==> src/rtl/cmt_pkg.sv <==
`timescale 1ns/1ps
package cmt_pkg;
  localparam int DW      = 8;
  localparam int AW      = 2;
  localparam int NUM_CMP = 2;
  localparam int NUM_FLG = 3;

  localparam logic [AW-1:0] ADDR_CNT  = AW'(0);
  localparam logic [AW-1:0] ADDR_CMPA = AW'(1);
  localparam logic [AW-1:0] ADDR_CMPB = AW'(2);
  localparam logic [AW-1:0] ADDR_CTRL = AW'(3);

  localparam int FLAG_B_BIT   = 7;
  localparam int FLAG_A_BIT   = 6;
  localparam int FLAG_WRAP_BIT = 5;
  localparam int RSV_BIT      = 4;

  typedef enum logic [1:0] {
    OUT_KEEP   = 2'b00,
    OUT_LOW    = 2'b01,
    OUT_HIGH   = 2'b10,
    OUT_TOGGLE = 2'b11
  } outAct_e;

  // control -> datapath strobes
  typedef struct packed {
    logic          ldCnt;
    logic          ldCmpA;
    logic          ldCmpB;
    logic [DW-1:0] data;
    outAct_e       actA;
    outAct_e       actB;
  } dpCmd_t;

  // datapath -> control events
  typedef struct packed {
    logic hitA;
    logic hitB;
    logic wrap;
  } dpEvt_t;

  // flag index 0 = match A, 1 = match B, 2 = wrap
  function automatic int flagPos(input int idx);
    case (idx)
      0:       return FLAG_A_BIT;
      1:       return FLAG_B_BIT;
      default: return FLAG_WRAP_BIT;
    endcase
  endfunction

  // B wins, except that a fixed level beats an inversion
  function automatic outAct_e mergeAct(input outAct_e a, input outAct_e b);
    if (b == OUT_KEEP) return a;
    if (a == OUT_KEEP) return b;
    if (b == OUT_TOGGLE && a != OUT_TOGGLE) return a;
    return b;
  endfunction
endpackage

==> src/rtl/cmt_flag.sv <==
`timescale 1ns/1ps
module cmt_flag (
  input  logic clk,
  input  logic rst_n,
  input  logic setEvt,
  input  logic readSeen,
  input  logic ctrlWr,
  input  logic wrBit,
  output logic flag
);
  logic armed;

  always_ff @(posedge clk) begin
    if (!rst_n) begin
      flag  <= 1'b0;
      armed <= 1'b0;
    end else begin
      if (setEvt)                        flag <= 1'b1;
      else if (ctrlWr && armed && !wrBit) flag <= 1'b0;

      if (setEvt)                 armed <= 1'b0;
      else if (readSeen && flag)  armed <= 1'b1;
      else if (ctrlWr)            armed <= 1'b0;
    end
  end
endmodule

==> src/rtl/cmt_ctrl.sv <==
`timescale 1ns/1ps
module cmt_ctrl
  import cmt_pkg::*;
(
  input  logic               clk,
  input  logic               rst_n,
  input  logic [AW-1:0]      busAddr,
  input  logic [DW-1:0]      busWdata,
  input  logic               busWr,
  input  logic               busRd,
  input  dpEvt_t             evt,
  input  logic [DW-1:0]      cntVal,
  input  logic [DW-1:0]      cmpAVal,
  input  logic [DW-1:0]      cmpBVal,
  output dpCmd_t             cmd,
  output logic [DW-1:0]      busRdata,
  output logic [NUM_FLG-1:0] flags
);
  logic [3:0]         selReg;
  logic               ctrlWr;
  logic               ctrlRd;
  logic [NUM_FLG-1:0] evtVec;
  logic [DW-1:0]      statusByte;

  assign ctrlWr = busWr && (busAddr == ADDR_CTRL);
  assign ctrlRd = busRd && (busAddr == ADDR_CTRL);
  assign evtVec = {evt.wrap, evt.hitB, evt.hitA};

  always_ff @(posedge clk) begin
    if (!rst_n)      selReg <= 4'h0;
    else if (ctrlWr) selReg <= busWdata[3:0];
  end

  for (genvar i = 0; i < NUM_FLG; i++) begin : g_flag
    localparam int P = flagPos(i);
    cmt_flag u_flag (
      .clk     (clk),
      .rst_n   (rst_n),
      .setEvt  (evtVec[i]),
      .readSeen(ctrlRd),
      .ctrlWr  (ctrlWr),
      .wrBit   (busWdata[P]),
      .flag    (flags[i])
    );
  end

  always_comb begin
    statusByte          = '0;
    statusByte[3:0]     = selReg;
    statusByte[RSV_BIT] = 1'b1;
    for (int i = 0; i < NUM_FLG; i++) statusByte[flagPos(i)] = flags[i];
  end

  always_comb begin
    case (busAddr)
      ADDR_CNT:  busRdata = cntVal;
      ADDR_CMPA: busRdata = cmpAVal;
      ADDR_CMPB: busRdata = cmpBVal;
      default:   busRdata = statusByte;
    endcase
  end

  always_comb begin
    cmd.ldCnt  = busWr && (busAddr == ADDR_CNT);
    cmd.ldCmpA = busWr && (busAddr == ADDR_CMPA);
    cmd.ldCmpB = busWr && (busAddr == ADDR_CMPB);
    cmd.data   = busWdata;
    cmd.actA   = outAct_e'(selReg[1:0]);
    cmd.actB   = outAct_e'(selReg[3:2]);
  end
endmodule

==> src/rtl/cmt_dpath.sv <==
`timescale 1ns/1ps
module cmt_dpath
  import cmt_pkg::*;
(
  input  logic          clk,
  input  logic          rst_n,
  input  logic          cntEn,
  input  dpCmd_t        cmd,
  output dpEvt_t        evt,
  output logic [DW-1:0] cntVal,
  output logic [DW-1:0] cmpAVal,
  output logic [DW-1:0] cmpBVal,
  output logic          timerOut
);
  logic [DW-1:0]      cmpReg [NUM_CMP];
  logic [NUM_CMP-1:0] ldCmp;
  logic [NUM_CMP-1:0] hit;
  logic               step;
  logic               outEn;
  outAct_e            effA, effB, finalAct;

  assign step  = cntEn && !cmd.ldCnt;
  assign ldCmp = {cmd.ldCmpB, cmd.ldCmpA};

  for (genvar c = 0; c < NUM_CMP; c++) begin : g_cmp
    always_ff @(posedge clk) begin
      if (!rst_n)        cmpReg[c] <= '1;
      else if (ldCmp[c]) cmpReg[c] <= cmd.data;
    end
    assign hit[c] = step && (cntVal == cmpReg[c]);
  end

  assign cmpAVal = cmpReg[0];
  assign cmpBVal = cmpReg[1];

  always_ff @(posedge clk) begin
    if (!rst_n)         cntVal <= '0;
    else if (cmd.ldCnt) cntVal <= cmd.data;
    else if (cntEn)     cntVal <= cntVal + 1'b1;
  end

  assign evt.hitA = hit[0];
  assign evt.hitB = hit[1];
  assign evt.wrap = step && (cntVal == {DW{1'b1}});

  assign outEn    = (cmd.actA != OUT_KEEP) || (cmd.actB != OUT_KEEP);
  assign effA     = hit[0] ? cmd.actA : OUT_KEEP;
  assign effB     = hit[1] ? cmd.actB : OUT_KEEP;
  assign finalAct = mergeAct(effA, effB);

  always_ff @(posedge clk) begin
    if (!rst_n || !outEn) timerOut <= 1'b0;
    else begin
      case (finalAct)
        OUT_LOW:    timerOut <= 1'b0;
        OUT_HIGH:   timerOut <= 1'b1;
        OUT_TOGGLE: timerOut <= ~timerOut;
        default:    timerOut <= timerOut;
      endcase
    end
  end
endmodule

==> src/rtl/cmt_top.sv <==
`timescale 1ns/1ps
module cmt_top
  import cmt_pkg::*;
(
  input  logic          clk,
  input  logic          rst_n,
  input  logic [AW-1:0] busAddr,
  input  logic [DW-1:0] busWdata,
  input  logic          busWr,
  input  logic          busRd,
  output logic [DW-1:0] busRdata,
  input  logic          cntEn,
  output logic          timerOut,
  output logic          irqMatchA,
  output logic          irqMatchB,
  output logic          irqWrap
);
  dpCmd_t             cmd;
  dpEvt_t             evt;
  logic [DW-1:0]      cntVal, cmpAVal, cmpBVal;
  logic [NUM_FLG-1:0] flags;
  logic [3:0]         selCode;

  cmt_ctrl u_ctrl (
    .clk(clk), .rst_n(rst_n),
    .busAddr(busAddr), .busWdata(busWdata), .busWr(busWr), .busRd(busRd),
    .evt(evt), .cntVal(cntVal), .cmpAVal(cmpAVal), .cmpBVal(cmpBVal),
    .cmd(cmd), .busRdata(busRdata), .flags(flags)
  );

  cmt_dpath u_dpath (
    .clk(clk), .rst_n(rst_n), .cntEn(cntEn), .cmd(cmd), .evt(evt),
    .cntVal(cntVal), .cmpAVal(cmpAVal), .cmpBVal(cmpBVal), .timerOut(timerOut)
  );

  assign irqMatchA = flags[0];
  assign irqMatchB = flags[1];
  assign irqWrap   = flags[2];
  assign selCode   = {cmd.actB, cmd.actA};
endmodule

==> config.mk <==
export PLATFORM = sky130hd
export DESIGN_NAME = cmt_top
export DESIGN_NICKNAME = d
export VERILOG_FILES = /design/src/rtl/cmt_pkg.sv /design/src/rtl/cmt_flag.sv /design/src/rtl/cmt_ctrl.sv /design/src/rtl/cmt_dpath.sv /design/src/rtl/cmt_top.sv
export SDC_FILE = /design/constraint.sdc
export NUM_CORES = 1
export LEC_CHECK = 0
export CAP_MARGIN = 15
export CORE_UTILIZATION = 35
export CTS_CLUSTER_SIZE = 30
export DETAILED_ROUTE_END_ITERATION = 10
export DONT_BUFFER_PORTS = 1
export GPL_ROUTABILITY_DRIVEN = 1
export HOLD_SLACK_MARGIN = 0.03
export PLACE_DENSITY = 0.54
export SLEW_MARGIN = 25
export SYNTH_ARGS = -nofsm -noshare
export SYNTH_HDL_FRONTEND = slang
export SYNTH_SLANG_ARGS = --single-unit
==> constraint.sdc <==
create_clock -name clk -period 3.4 [get_ports clk]
set_input_delay 0.17 -clock clk [delete_from_list [all_inputs] [get_ports clk]]
set_output_delay 0.17 -clock clk [all_outputs]
set_load 0.02 [all_outputs]
# Word level (Yosys, flattened, before mapping)
# Memories as Yosys holds them, arrays and structs flattened.
# Index checks and enable logic that the tools add are counted.
# op_classes
eq_ne	11
n_bitwise	4
reduce_logical	43
n_addsub	1
muxes	37
# op_table
operator	n
$mux 8	4
$pmux 8 s3	1
$mux 1	23
$logic_and 1x1->1	19
$reduce_bool 2->1	9
$eq 8x8->1	2
$mux 2	8
$eq 2x2->1 const B	5
$add 8x1->8 const B	1
$eq 8x8->1 const B	1
$logic_not 1->1	6
$logic_not 2->1	3
$reduce_or 2->1	3
$eq 2x1->1 const B	2
$pmux 1 s3	1
$reduce_bool 3->1	1
$logic_or 1x1->1	2
$ne 2x2->1 const B	1
$not 1->1	2
$or 1x1->1	2
# word_totals
out_inout_bits	12
word_cells	106
register_bits	19
mem_bits_rw	16
memories	1
# memory_table
name	words	word_bits	rd	rd_clocked_by_memory_dff	wr	line_no	source
u_dpath.cmpReg	2	8	2	0	2	cmt_dpath.sv:15	logic [DW-1:0] cmpReg [NUM_CMP];

# Logic depth before layout (Yosys ltp)
# depth
word_depth	16
mapped_depth	8
depth_no_buf	6

# Cells and area by module
# Synthesis repeated with hierarchy kept, for this count alone.
# hier_totals
hier_cells	209
area_unflattened_um2	2162.1
# modules_own_cells
module	cells_per_inst	instances	seq_area_each_um2	area_each_um2
cmt_dpath	139	1	660.6	1455.1
cmt_ctrl	43	1	80.1	466.7
cmt_flag	9	3	40.0	80.1

# Worst setup path before layout
# Ideal clock, no wire load.
# synth_path
kind	in2reg
startpoint	in busAddr[1]
endpoint	mem u_dpath.cmpReg[1][0] (enable)
slack_ps	1661
arrival_ps	1355
stages	4
required_time_ps	3016
n_path_buf	2
path_cell_list	buf_6 > clkbuf_1 > nand2_1 > o21ai_0
# synth_lines
item	line_no	source
from (decl)	cmt_top.sv:7	input logic [AW-1:0] busAddr,
to (decl)	cmt_dpath.sv:15	

# Final worst setup path
# layout_path
startpoint	reg u_dpath.cntVal[6]
endpoint	reg u_dpath.timerOut
# layout_between
elab_chain_cells	13
# layout_lines
item	line_no	source
from (decl)	cmt_dpath.sv:10	output logic [DW-1:0] cntVal,
from (signal assigned)	cmt_dpath.sv:38	else if (cmd.ldCnt) cntVal <= cmd.data;
from (signal assigned)	cmt_dpath.sv:39	else if (cntEn) cntVal <= cntVal + 1'b1;
$eq 8x8->1	cmt_dpath.sv:30	assign hit[c] = step && (cntVal == cmpReg[c]);
$logic_and 1x1->1	cmt_dpath.sv:30	
$mux 2 (on tied branches)	cmt_dpath.sv:48, cmt_dpath.sv:47	
$eq 2x2->1 or $ne 2x2->1 (tied branches)	cmt_pkg.sv:55	if (b == OUT_TOGGLE && a != OUT_TOGGLE) return a;
$logic_and 1x1->1	cmt_pkg.sv:55	
$mux 1 (2 in a row)	cmt_pkg.sv:55	
$mux 1	cmt_pkg.sv:54	if (a == OUT_KEEP) return b;
$mux 2	cmt_pkg.sv:56	return b;
$mux 2	cmt_pkg.sv:55	
$mux 2 *	cmt_pkg.sv:54	
$eq 2x2->1 or $eq 2x1->1 (tied branches)	cmt_dpath.sv:54	case (finalAct)
$pmux 1 s3 or $reduce_bool 3->1 (tied branches)	--	
to (signal assigned)	cmt_dpath.sv:57	OUT_TOGGLE: timerOut <= ~timerOut;
to (signal assigned)	cmt_dpath.sv:58	default: timerOut <= timerOut;
to (decl)	cmt_dpath.sv:13	output logic timerOut
# Every way passes the cells marked *; elsewhere a longest branch is shown, timed or not. The select of a mux whose other input is x is not followed.
# A chain may end at the register's enable or synchronous reset.

==> summary.md <==
| Metric | Value |
|---|---|
| Worst hold path depth | 1 |
| Leakage | 0.819 nW |
| Die area | 0.00603 sq mm |
| Crit. End Element | flip-flop |
| Sink Count | 35 |
| Distinct cells, synth | 41 |
| Synthesized flop and latch total | 35 |
| Fillers | 542 |
| Power per cell area | 425 mW/mm^2 |
| Area of the multi-input gates | 0.00106 sq mm |
| Worst path max stage delay | 520 ps |
| Drt pass-1 iters | 4 |
| Post-route ant nets | 0 |
| Hold Path Class | input port to flip-flop |
| Post-DP HPWL | 3.53 mm |
| Power Internal | 0.662 mW |
| Design area | 0.00213 sq mm |
| Root buf cell | clkbuf_8 |
| NetSw | 0.242 mW |
| Post-synth top area cell | edfxtp_1 |
| Initial antenna violation count | 0 |
| Final setup violation count | 0 |
| Maximum fanout along the worst path | 6 |
| Worst Tran Pin Value | 686 ps |
| Setup Skew | 7.13 ps |
| Clock Path Buffers | 2 |
| Layout cell share with drive strength beyond 1 | 0.212 |
| Max Cap Viol | 0 |
| CP max-delay cell | dfxtp_1 |
| Critical path arrival | 2010 ps |
| Placed inst area | 0.00203 sq mm |
| Status | finished, final reports clean |
| Clock-pin slew on the worst setup and hold paths | 70 ps |
| Core region area | 0.00551 sq mm |
| Clock Power Share | 0.327 |
| RSZ-0062 raised after global routing | no |
| Yosys warnings | 0 |
| Reg2reg path depth | 6 |
| Later-pin clock latency in the skew report | 290 ps |
| Nets | 194 |
| I/O pins | 27 |
| Diode count | 0 |
| Sequential group share of total power | 0.543 |
| DRC Markers | 0 |
| Via density | 5.56 |
| Main synth FF type | dfxtp_1 |
| Total CTS buffers | 5 |
| Average wire per standard cell | 19.7 um |
| Sw Ratio | 0.267 |
| Rows | 27 |
| Hold Fails Final Rpt | 0 |
| Setup TNS | 0 ps |
| H-tree depth | 2 |
| DIE WIDTH | 77.7 um |
| Synth area leaders | edfxtp_1 (24%), dfxtp_1 (19%), xor2_1 (8.3%), mux4_2 (7.9%), or2_2 (5.0%) |
| Placer Congestion | 0.795 |
| Hold slack | 33.6 ps |
| Top-area cell type share of the netlist area | 0.240 |
| Routed via count | 1395 |
| Largest net degree at the start of global routing | 19 |
| Maximum vdd ir drop | 0.190 mV |
| Seq. cell area | 861 sq um |
| Flop-to-flop setup slack | 1600 ps |
| Vias in the first global route | 1379 |
| Post-Route WL | 4.95 mm |
| Critical path type | flip-flop to flip-flop |
| IO buf count | 0 |
| Combinational Power Share | 0.129 |
| GRT Util Overall | 0.180 |
| Syn Area/Cell | 11.0 sq um |
| Synth Cell Area | 0.00200 sq mm |
| PnR Total Power | 0.904 mW |
| Die height | 77.7 um |
| Number of synthesized flops with an enable pin | 16 |
| DR iter-0 viols | 90 |
| Req. time, crit path | 3610 ps |
| Ys async rst share | 0 |
| Slew Limit Fails | 0 |
| Grt total ovfl | 0 |
| P&R area growth vs syn | 6.12% |
| Mapped Nets | 198 |
| Max Fclk | 555 MHz |
| Register area share after synthesis | 0.430 |
| CTS tree | built |
| Fin crit share | 0.529 |
| First-pass GRT wire length | 7.88 mm |
| CTS resizes | 0 |
| Fin crit period | 1800 ps |
| CP startpoint kind | flip-flop |
| Max_slew headroom | 0.541 |
| Mapped Cells | 182 |
| CP cell instances | xor2_1 > nor4_2 > nand3_2 > o41ai_1 > a21oi_1 > nor3_2 |
| Initial Util | 0.364 |
## routing by layer
layer,routed length [um],global-route usage,vias to the layer above
met5,0,0,-
met3,297,0.0565,6
met4,59,0.0509,0
met1,2240,0.239,701
met2,2350,0.279,31
li1,-,-,657
## cell type report
class                      instances  share of cell area
multi-input combinational        131               0.499
sequential                        35               0.405
tap                               72              0.0424
clock buffer                       8              0.0377
timing repair buffer               3              0.0129
inverter                           2             0.00353
## worst paths after layout
check / start / endpoint
worst min-delay path: busWdata[4] / u_dpath.cntVal[4]$_SDFFE_PN0P_
worst max register to register: u_dpath.cntVal[6]$_SDFFE_PN0P_ / u_dpath.timerOut$_SDFFE_PP0P_
worst max-delay path: u_dpath.cntVal[6]$_SDFFE_PN0P_ / u_dpath.timerOut$_SDFFE_PP0P_
worst min register to register: u_ctrl.selReg[2]$_SDFFE_PN0P_ / u_ctrl.selReg[2]$_SDFFE_PN0P_
## cell usage in the layout (no fill, tap or decap), drive strengths merged, types with 2 or more instances in the layout
cell type,n
nand2b,3
a21boi,3
dfxtp,19
dlygate4sd3,2
or3,2
nand2,11
a22o,3
mux2i,5
mux4,7
a21oi,2
or2,16
nor2,5
nor4,4
nand3,7
xor2,19
o21ai,6
xnor2,2
nand4,6
o211a,8
inv,2
nor2b,5
and3,4
edfxtp,16
clkbuf,8
## state kept, by name, summed over array words and instances, names as in the netlist
| signal | cells |
|---|---|
| u_ctrl.g_flag.u_flag.armed | 3 |
| u_ctrl.g_flag.u_flag.flag | 3 |
| u_ctrl.selReg | 4 |
| u_dpath.cmpReg | 16 |
| u_dpath.cntVal | 8 |
| u_dpath.timerOut | 1 |
## power by group through the flow
stage	Clock, mW	Sequential, mW	Combinational, mW
3_3_place_gp	0	0.499	0.112
2_1_floorplan	0	0.486	0.112
4_1_cts	0.302	0.490	0.117
3_5_place_dp	0	0.500	0.112
6_report	0.296	0.491	0.117
5_1_grt	0.319	0.493	0.127
## metrics by stage
stage | utilization | worst slack [ps] | std cells
after floorplan | - | 1660 | 182
after global placement | 0.368 | 1630 | 241
after detailed placement | 0.368 | 1600 | 241
after CTS | 0.384 | 1610 | 250
after global routing | 0.386 | 1470 | 251
final | 0.386 | 1600 | 251
## kinds of logic (layout without fill, tap and decap cells)
kind of cell | after synthesis | count (layout) | synth area share
AND/OR/NAND/NOR | 70 | 70 | 0.219
flip-flops | 35 | 35 | 0.430
AO/OA/AOI/OAI | 27 | 27 | 0.109
XOR/XNOR | 21 | 21 | 0.0918
buffers and inverters | 16 | 13 | 0.0412
multiplexers | 12 | 12 | 0.104
adder cells (fa/ha/maj) | 1 | 1 | 0.00625
## critical path: cells and delay by family, from the launching register on
family | cells | cell delay (ps)
and+or+nand+nor | 3 | 670
AOI/OAI and AO/OA | 2 | 370
xor gates and xnor gates | 1 | 160
DFF | 1 | 520
## synth_stat cells (all sizes together) (6+ instances only)
library cell and number:
buf 6, clkbuf 8, dfxtp 19, edfxtp 16
mux4 7, nand2 11, nand3 7, nand4 6
o211a 8, o21ai 6, or2 16, xor2 19
## repair_timing
item / in CTS / in global routing
endpoints found under the hold margin: 17 / 1
setup buffers: 0 / 0
hold buffers: 1 / 1
Power figures use the tool's default switching activity.
